--- src/rtl/tra_pkg.sv ---
package tra_pkg;
  // Highest meaningful temperature code: 370 K at 0.5 K per step from 300 K.
  localparam int TEMP_CODE_CEIL = 140;
  // Customary trigger: 332 K.
  localparam int TRIG_CODE_TYPICAL = 64;
endpackage

--- src/rtl/tra_level.sv ---
module tra_level #(
  parameter int TEMP_W   = 8,
  parameter int LVL_W    = 4,
  parameter int TEMP_TOP = tra_pkg::TEMP_CODE_CEIL
) (
  input  logic [TEMP_W-1:0] temp_code,
  input  logic [TEMP_W-1:0] trig_code,
  input  logic [LVL_W-1:0]  max_level,
  output logic [LVL_W-1:0]  level
);
  localparam logic [TEMP_W-1:0] TOP = TEMP_W'(TEMP_TOP);

  logic [TEMP_W-1:0] temp_sat;
  logic [TEMP_W-1:0] excess;
  logic [TEMP_W-1:0] ceil_ext;

  always_comb begin
    temp_sat = (temp_code > TOP) ? TOP : temp_code;
    excess   = (temp_sat > trig_code) ? (temp_sat - trig_code) : '0;
    ceil_ext = TEMP_W'(max_level);
    level    = (excess > ceil_ext) ? max_level : excess[LVL_W-1:0];
  end
endmodule

--- src/rtl/tra_poll.sv ---
module tra_poll #(
  parameter int N_PORTS = 5,
  parameter int LVL_W   = 4,
  localparam int PTR_W  = (N_PORTS > 1) ? $clog2(N_PORTS) : 1
) (
  input  logic             clk,
  input  logic             rst,
  input  logic [LVL_W-1:0] level,
  output logic             poll_now,
  output logic [PTR_W-1:0] ptr
);
  localparam logic [PTR_W-1:0] LAST = PTR_W'(N_PORTS - 1);

  logic [LVL_W-1:0] wait_cnt;

  assign poll_now = (wait_cnt == '0);

  always_ff @(posedge clk) begin
    if (rst) begin
      ptr      <= '0;
      wait_cnt <= '0;
    end else if (poll_now) begin
      ptr      <= (ptr == LAST) ? '0 : ptr + 1'b1;
      wait_cnt <= level;
    end else begin
      wait_cnt <= wait_cnt - 1'b1;
    end
  end
endmodule

--- src/rtl/thermal_rr_arbiter.sv ---
module thermal_rr_arbiter #(
  parameter int N_PORTS = 5,
  parameter int TEMP_W  = 8,
  parameter int LVL_W   = 4,
  localparam int PTR_W  = (N_PORTS > 1) ? $clog2(N_PORTS) : 1
) (
  input  logic               clk,
  input  logic               rst,
  input  logic [N_PORTS-1:0] req,
  input  logic [TEMP_W-1:0]  temp_code,
  input  logic [TEMP_W-1:0]  trig_code,
  input  logic [LVL_W-1:0]   max_level,
  output logic [N_PORTS-1:0] grant,
  output logic               stall
);
  logic [LVL_W-1:0]   level;
  logic               poll_now;
  logic [PTR_W-1:0]   ptr;
  logic [N_PORTS-1:0] pick;

  tra_level #(.TEMP_W(TEMP_W), .LVL_W(LVL_W)) u_level (
    .temp_code (temp_code),
    .trig_code (trig_code),
    .max_level (max_level),
    .level     (level)
  );

  tra_poll #(.N_PORTS(N_PORTS), .LVL_W(LVL_W)) u_poll (
    .clk      (clk),
    .rst      (rst),
    .level    (level),
    .poll_now (poll_now),
    .ptr      (ptr)
  );

  for (genvar g = 0; g < N_PORTS; g++) begin : g_pick
    assign pick[g] = poll_now && req[g] && (ptr == PTR_W'(g));
  end

  always_ff @(posedge clk) begin
    if (rst) begin
      grant <= '0;
      stall <= 1'b0;
    end else begin
      grant <= pick;
      stall <= !poll_now;
    end
  end
endmodule

--- config.mk ---
export PLATFORM = sky130hd
export DESIGN_NAME = thermal_rr_arbiter
export DESIGN_NICKNAME = d
export VERILOG_FILES = /design/src/rtl/tra_pkg.sv /design/src/rtl/tra_level.sv /design/src/rtl/tra_poll.sv /design/src/rtl/thermal_rr_arbiter.sv
export SDC_FILE = /design/constraint.sdc
export NUM_CORES = 1
export LEC_CHECK = 0
export ABC_AREA = 1
export BUFFER_PORTS_ARGS = -buffer_cell sky130_fd_sc_hd__buf_2
export CAP_MARGIN = 25
export CORE_MARGIN = 1.5
export CORE_UTILIZATION = 55
export CTS_CLUSTER_SIZE = 25
export DETAILED_ROUTE_END_ITERATION = 10
export HOLD_SLACK_MARGIN = 0.02
export MAX_ROUTING_LAYER = met4
export PLACE_DENSITY = 0.83
export SLEW_MARGIN = 20
export SYNTH_ARGS = -nofsm -noshare
export SYNTH_HDL_FRONTEND = slang
export SYNTH_SLANG_ARGS = --single-unit
--- constraint.sdc ---
create_clock -name clk -period 5.1 [get_ports clk]
set_input_delay 0.51 -clock clk [delete_from_list [all_inputs] [get_ports clk]]
set_output_delay 0.51 -clock clk [all_outputs]
set_load 0.05 [all_outputs]
==> results.cfg, run 1 <==
[yosys]
syn-cell-area_um2 = 1260
synth_net_count = 237
ys_types = 31
post_synth.cell_area_avg_um2 = 6.58
synth_sequential_area_ratio = 0.207
synth.ff_latch_count = 13
synth.yosys.warnings = 0
synth_cells = 191

[timing]
worstMarginPinSlew_ns = 0.501
layout_setup_ws_ns = 1.62
finalClockSkew_ns = 0.00388
grt_setup_unrepaired = false
finalCritPeriodShare = 0.682
max-slew-margin-rel = 0.662
fin_tns_setup_ns = 0
slew_violations = 0
hold_viol_final = 0
post_layout_minimum_cycle_time_ns = 3.48
max_freq_mhz = 287
setup_viol = 0

[global_route]
aggregate_global_route_resource_usage = 0.220
first_global_vias = 1125
grt_remaining_overflow = 0
number_of_antenna_violations_at_the_first_check_in_global_routing = 0
grt_start_max_net_pins = 8
grt_first_pass_wirelength_um = 4310

[setup_path]
path_cells = buf_2 -> o211ai_1 -> nand3_1 -> o21a_1 -> inv_1 -> nand2_1 -> ha_1 -> fa_1 -> inv_1 -> nand2_1 -> nand2_2 -> nand3_1 -> nand2_1 -> nand2_2 -> or2_2 -> inv_1 -> ha_1 -> a21oi_1 -> o21ai_0 -> o21ai_0 -> nand3_4 -> o211ai_1 -> nand2_1
critPathCaptureType = flop
cp_num_buf_inv = 4
crit_type = in -> reg
cp_slowest_cell = sky130_fd_sc_hd__fa_1
crit_family = simple AND/OR/NAND/NOR gates
timing.critical_path.arrival_ns = 3.65
critical_path_required_ns = 5.27
slowest_delay_ns = 0.35
cpMostUsedCell = sky130_fd_sc_hd__nand2_1
worst_setup_path_start_kind = input pin
crit_path_max_fanout = 6

[cts]
cts.repair.resized = 0
max-clock-path-buffers = 2
clk_transition_reported_paths_ns = 0.08
cts_hold_buf = 0
post_cts_buffers = 0
clock_latency_ns = 0.27
clock_tree_from_tritoncts = built
clock_buffer_count_from_cts = 3
cts.htree.levels = 1
cts.sink_count = 13
cts_root_buf = sky130_fd_sc_hd__clkbuf_4

[place]
globalplace.congestion = 0.907
dpl.hpwl_um = 2150
buffer_ports.inserted = 32
pre_cts_slack_ns = 1.34
post-place-cells = 250
placed_cell_area_um2 = 1450

[drt]
wirelength_um = 2440
total_vias_in_the_final_route = 1256
detail_route.drc_violations = 0
drt-pass1-iter-count = 4
viasPerCell = 4.94
wire_per_inst_um = 9.59
ant_nets = 0
drtIter0Drc = 19

[power_and_ir_drop]
vdd.ir_drop.worst_v = 0.000204
power-per-cell-area_nw_per_um2 = 301
leakagePower_nw = 0.846
totalPowerFinal_uw = 444

[final_layout]
layout_commonest_cell = sky130_fd_sc_hd__nand2_1
post_route_cells_drive_above_1_share = 0.230
area_growth_syn_to_layout_pct = 17.3
nNetsFinal = 273
final_area_um2 = 1470
final_cell_mix = 43 x sky130_fd_sc_hd__nand2_1, 41 x sky130_fd_sc_hd__inv_1, 32 x sky130_fd_sc_hd__buf_2
post_layout_nonfiller_instances = 254
diode_insertion_count_for_antenna_repair = 0

[floorplan]
floorplan.die.width_um = 50.8
placementRows = 17
core_area_um2 = 2190
die_footprint_um2 = 2580
floorplan.die.height_um = 50.8
ios = 33
initial_core_util = 0.573

[run_status]
outcome = finished, final reports clean

[worst_hold_path]
worstHoldPathType = in -> reg

[run]
maxCapViolCount = 0
[metal layers]
metal  GRT usage  part of all wire  vias to the layer above
li1            -                 -                      669
met5           -                 0                        -
met4      0.0901             0.023                        0
met1       0.232              0.43                      541
met2       0.408              0.50                       38
met3      0.0327             0.044                        8
[kinds of logic (layout without fill, tap and decap cells)]
family,after synthesis,after routing,synth area share
AND/OR/NAND/NOR,93,93,0.346
buffers and inverters,42,77,0.125
AO/OA/AOI/OAI,22,22,0.113
adder cells (fa/ha/maj),19,19,0.195
flip-flops,13,13,0.207
XOR/XNOR,2,2,0.0139
[cells in the mapped netlist, drive strengths merged]
library cell  count  area (µm²)
nor3              2        10.0
xnor2             2        17.5
fa                1        20.0
a21oi             6        37.5
a31oi             1        6.26
nand2            46         180
o211ai            2        15.0
or2               5        31.3
ha               18         225
nor2             23         101
o22ai             2        18.8
o21a              1        7.51
nand4             3        18.8
clkbuf            1        3.75
o21ai             9        48.8
dfxtp            13         260
nand3            12        77.6
nor3b             1        7.51
o21bai            1        7.51
inv              41         154
nand3b            1        7.51
[flip-flops by register name, indices dropped and copies added (netlist names)]
register         cells
u_poll.wait_cnt      4
grant                5
u_poll.ptr           3
stall                1
[stage by stage]
| step | hold slack [ns] | util |
|---|---|---|
| after global placement | 0.517 | 0.661 |
| after detailed placement | 0.512 | 0.661 |
| final | 0.423 | 0.673 |
| after global routing | 0.420 | 0.673 |
| after CTS | 0.426 | 0.673 |
| after floorplan | 0.473 | - |
[area by class of cell]
type	count	area, µm²
multi-input cells	136	838
fillers	218	717
flip-flops and latches	13	260
repair buffers	32	160
inverters	41	154
well taps	28	35.0
clock buffers	4	26.3
[path summary, 6_finish.rpt]
path,from,to,slack [ns],cells after the start
hold reg to reg,u_poll.wait_cnt[0]$_SDFF_PP0_,u_poll.wait_cnt[0]$_SDFF_PP0_,0.53,3
setup / recovery,temp_code[0],u_poll.wait_cnt[2]$_SDFF_PP0_,1.62,23
hold / removal,rst,u_poll.wait_cnt[3]$_SDFF_PP0_,0.42,2
setup reg to reg,u_poll.wait_cnt[0]$_SDFF_PP0_,grant[4]$_SDFF_PP0_,3.39,10
[where the power goes]
group / switching [mW] / internal, mW
clock network: 0.0336 / 0.0303
registers: 0.0138 / 0.126
logic: 0.152 / 0.0889
total: 0.199 / 0.245
(Power assumes the default switching activity.)
==> inputs of run 2 (changes only) <==
Settings changed: CORE_UTILIZATION 55 to 47, PLACE_DENSITY 0.83 to 0.75.
Clock period 5.1 ns to 3.1 ns, I/O delays scaled along.
==> run 2 against run 1 <==
Net effect:
- routed wire length unchanged
- first-iteration DRC count decreased by 16%
- critical path depth unchanged
- worst setup slack got worse by 1.4 ns
- power increased by 74%
- largest cell class unchanged
- largest power group unchanged
==> results.cfg, run 2 (synthesis results as in run 1) <==
[setup_path]
crit_family = simple AND/OR/NAND/NOR gates
crit_path_max_fanout = 6
worst-r2r-cell-count = 10
worst_setup_path_start_kind = input pin
critical_path_required_ns = 3.26
timing.critical_path.arrival_ns = 3.08
path_cells = buf_6 -> o211ai_1 -> nand3_1 -> o21a_1 -> inv_1 -> nand2_1 -> ha_2 -> fa_2 -> inv_2 -> nand2_2 -> nand2_2 -> nand3_2 -> nand2_1 -> nand2_2 -> or2_4 -> inv_2 -> ha_4 -> a21oi_2 -> o21ai_1 -> o21ai_2 -> nand3_4 -> o211ai_1 -> nand2_1
cp_num_buf_inv = 4
slowest_delay_ns = 0.33
cp_slowest_cell = sky130_fd_sc_hd__fa_2
crit_type = in -> reg
critPathCaptureType = flop
critical_path_cell_count = 23

[final_layout]
biggestRegsByFlops = grant x5, u_poll.wait_cnt x4, u_poll.ptr x3
largest-register = grant
final_area_um2 = 1670
filler_cell_count = 238
layout_commonest_cell = sky130_fd_sc_hd__nand2_1
nNetsFinal = 291
post_route_cells_drive_above_1_share = 0.336
final_cell_mix = 41 x sky130_fd_sc_hd__nand2_1, 39 x sky130_fd_sc_hd__inv_1, 30 x sky130_fd_sc_hd__buf_2
post_layout_nonfiller_instances = 274
area_growth_syn_to_layout_pct = 32.8
largest_register_ffs = 5
diode_insertion_count_for_antenna_repair = 0

[global_route]
grt_remaining_overflow = 0
number_of_antenna_violations_at_the_first_check_in_global_routing = 0
aggregate_global_route_resource_usage = 0.187
grt_start_max_net_pins = 8
grt_first_pass_wirelength_um = 4070
first_global_vias = 1073

[timing]
max-slew-margin-rel = 0.693
setup_viol = 0
hold_viol_final = 0
max_freq_mhz = 343
finalCritPeriodShare = 0.941
worstMarginPinSlew_ns = 0.459
grt_setup_unrepaired = true
finalClockSkew_ns = 0.00285
slew_violations = 0
post_layout_minimum_cycle_time_ns = 2.92

[drt]
total_vias_in_the_final_route = 1271
detail_route.drc_violations = 0
ant_nets = 0
viasPerCell = 4.64
wire_per_inst_um = 8.89
drt-pass1-iter-count = 4
drtIter0Drc = 16
wirelength_um = 2440

[worst_hold_path]
worstHoldPathType = in -> reg
holdPathStages = 2

[floorplan]
core_area_um2 = 2500
initial_core_util = 0.503
ios = 33
floorplan.die.width_um = 54.7
placementRows = 18
die_footprint_um2 = 2990
floorplan.die.height_um = 54.7

[place]
buffer_ports.inserted = 32
globalplace.congestion = 0.840
placed_cell_area_um2 = 1590
post-place-cells = 269
dpl.hpwl_um = 2080

[power_and_ir_drop]
power-per-cell-area_nw_per_um2 = 464
leakagePower_nw = 0.936
vdd.ir_drop.worst_v = 0.000539

[cts]
clk_transition_reported_paths_ns = 0.08
max-clock-path-buffers = 2
cts_root_buf = sky130_fd_sc_hd__clkbuf_4
cts.sink_count = 13
clock_latency_ns = 0.27
clock_tree_from_tritoncts = built
cts.htree.levels = 1
clock_buffer_count_from_cts = 3

[run_status]
outcome = finished, final reports clean

[run]
maxCapViolCount = 0
==> run 2: changes by cell type in the layout (fill, tap and decap cells not counted), moves of 2 or more <==
| cell | change |
|---|---|
| sky130_fd_sc_hd__buf_2 | -2 |
| sky130_fd_sc_hd__buf_4 | +18 |
| sky130_fd_sc_hd__buf_6 | +2 |
| sky130_fd_sc_hd__ha_1 | -2 |
| sky130_fd_sc_hd__inv_1 | -2 |
| sky130_fd_sc_hd__inv_2 | +2 |
| sky130_fd_sc_hd__nand2_1 | -2 |
| sky130_fd_sc_hd__nand2_2 | +2 |
| sky130_fd_sc_hd__o21ai_0 | -2 |
| sky130_fd_sc_hd__o21ai_2 | +2 |
==> run 2: power breakdown <==
| part | switching, mW | total, mW | leakage [nW] | internal, mW |
|---|---|---|---|---|
| registers | 0.0227 | 0.229 | 0.107 | 0.207 |
| clock network | 0.0515 | 0.101 | 0.0150 | 0.0498 |
| logic | 0.262 | 0.443 | 0.814 | 0.181 |
==> run 2: timing repair <==
item                       in CTS  in global routing
hold buffers                    0                  0
buffers inserted                0                  1
setup endpoints to repair       0                  4
resized for setup               0                 12
==> run 2: path summary, 6_finish.rpt <==
check	to	slack (ns)	from
worst min register to register	u_poll.wait_cnt[0]$_SDFF_PP0_	0.53	u_poll.wait_cnt[0]$_SDFF_PP0_
worst max-delay path	u_poll.wait_cnt[2]$_SDFF_PP0_	0.18	temp_code[1]
worst max register to register	grant[4]$_SDFF_PP0_	1.32	u_poll.wait_cnt[0]$_SDFF_PP0_
worst min-delay path	u_poll.wait_cnt[3]$_SDFF_PP0_	0.23	rst
==> run 2: metal layers <==
metal	wire [µm]	GRT usage	up-vias
met5	0	-	-
met4	0	0.0250	0
met3	93	0.0410	0
met2	1190	0.335	30
met1	1150	0.215	531
li1	-	-	710
==> run 2: stage by stage <==
step	hold WS [ns]	power, mW	setup WS [ns]	utilization	setup TNS (ns)
after CTS	0.227	0.763	0.0489	0.645	0
after global routing	0.224	0.854	-0.0222	0.667	-0.0311
final	0.232	0.774	0.184	0.667	0
after detailed placement	0.508	0.662	-0.238	0.635	-0.819
after floorplan	0.372	0.549	0.0244	-	0
after global placement	0.504	0.656	-0.138	0.635	-0.452
==> run 2: cell type report <==
class                      count  area, µm²  area share
multi-input combinational    136        882       0.529
timing repair buffer          50        308       0.185
sequential                    13        260       0.156
inverter                      41        154      0.0923
tap                           30       37.5      0.0225
clock buffer                   4       26.3      0.0158
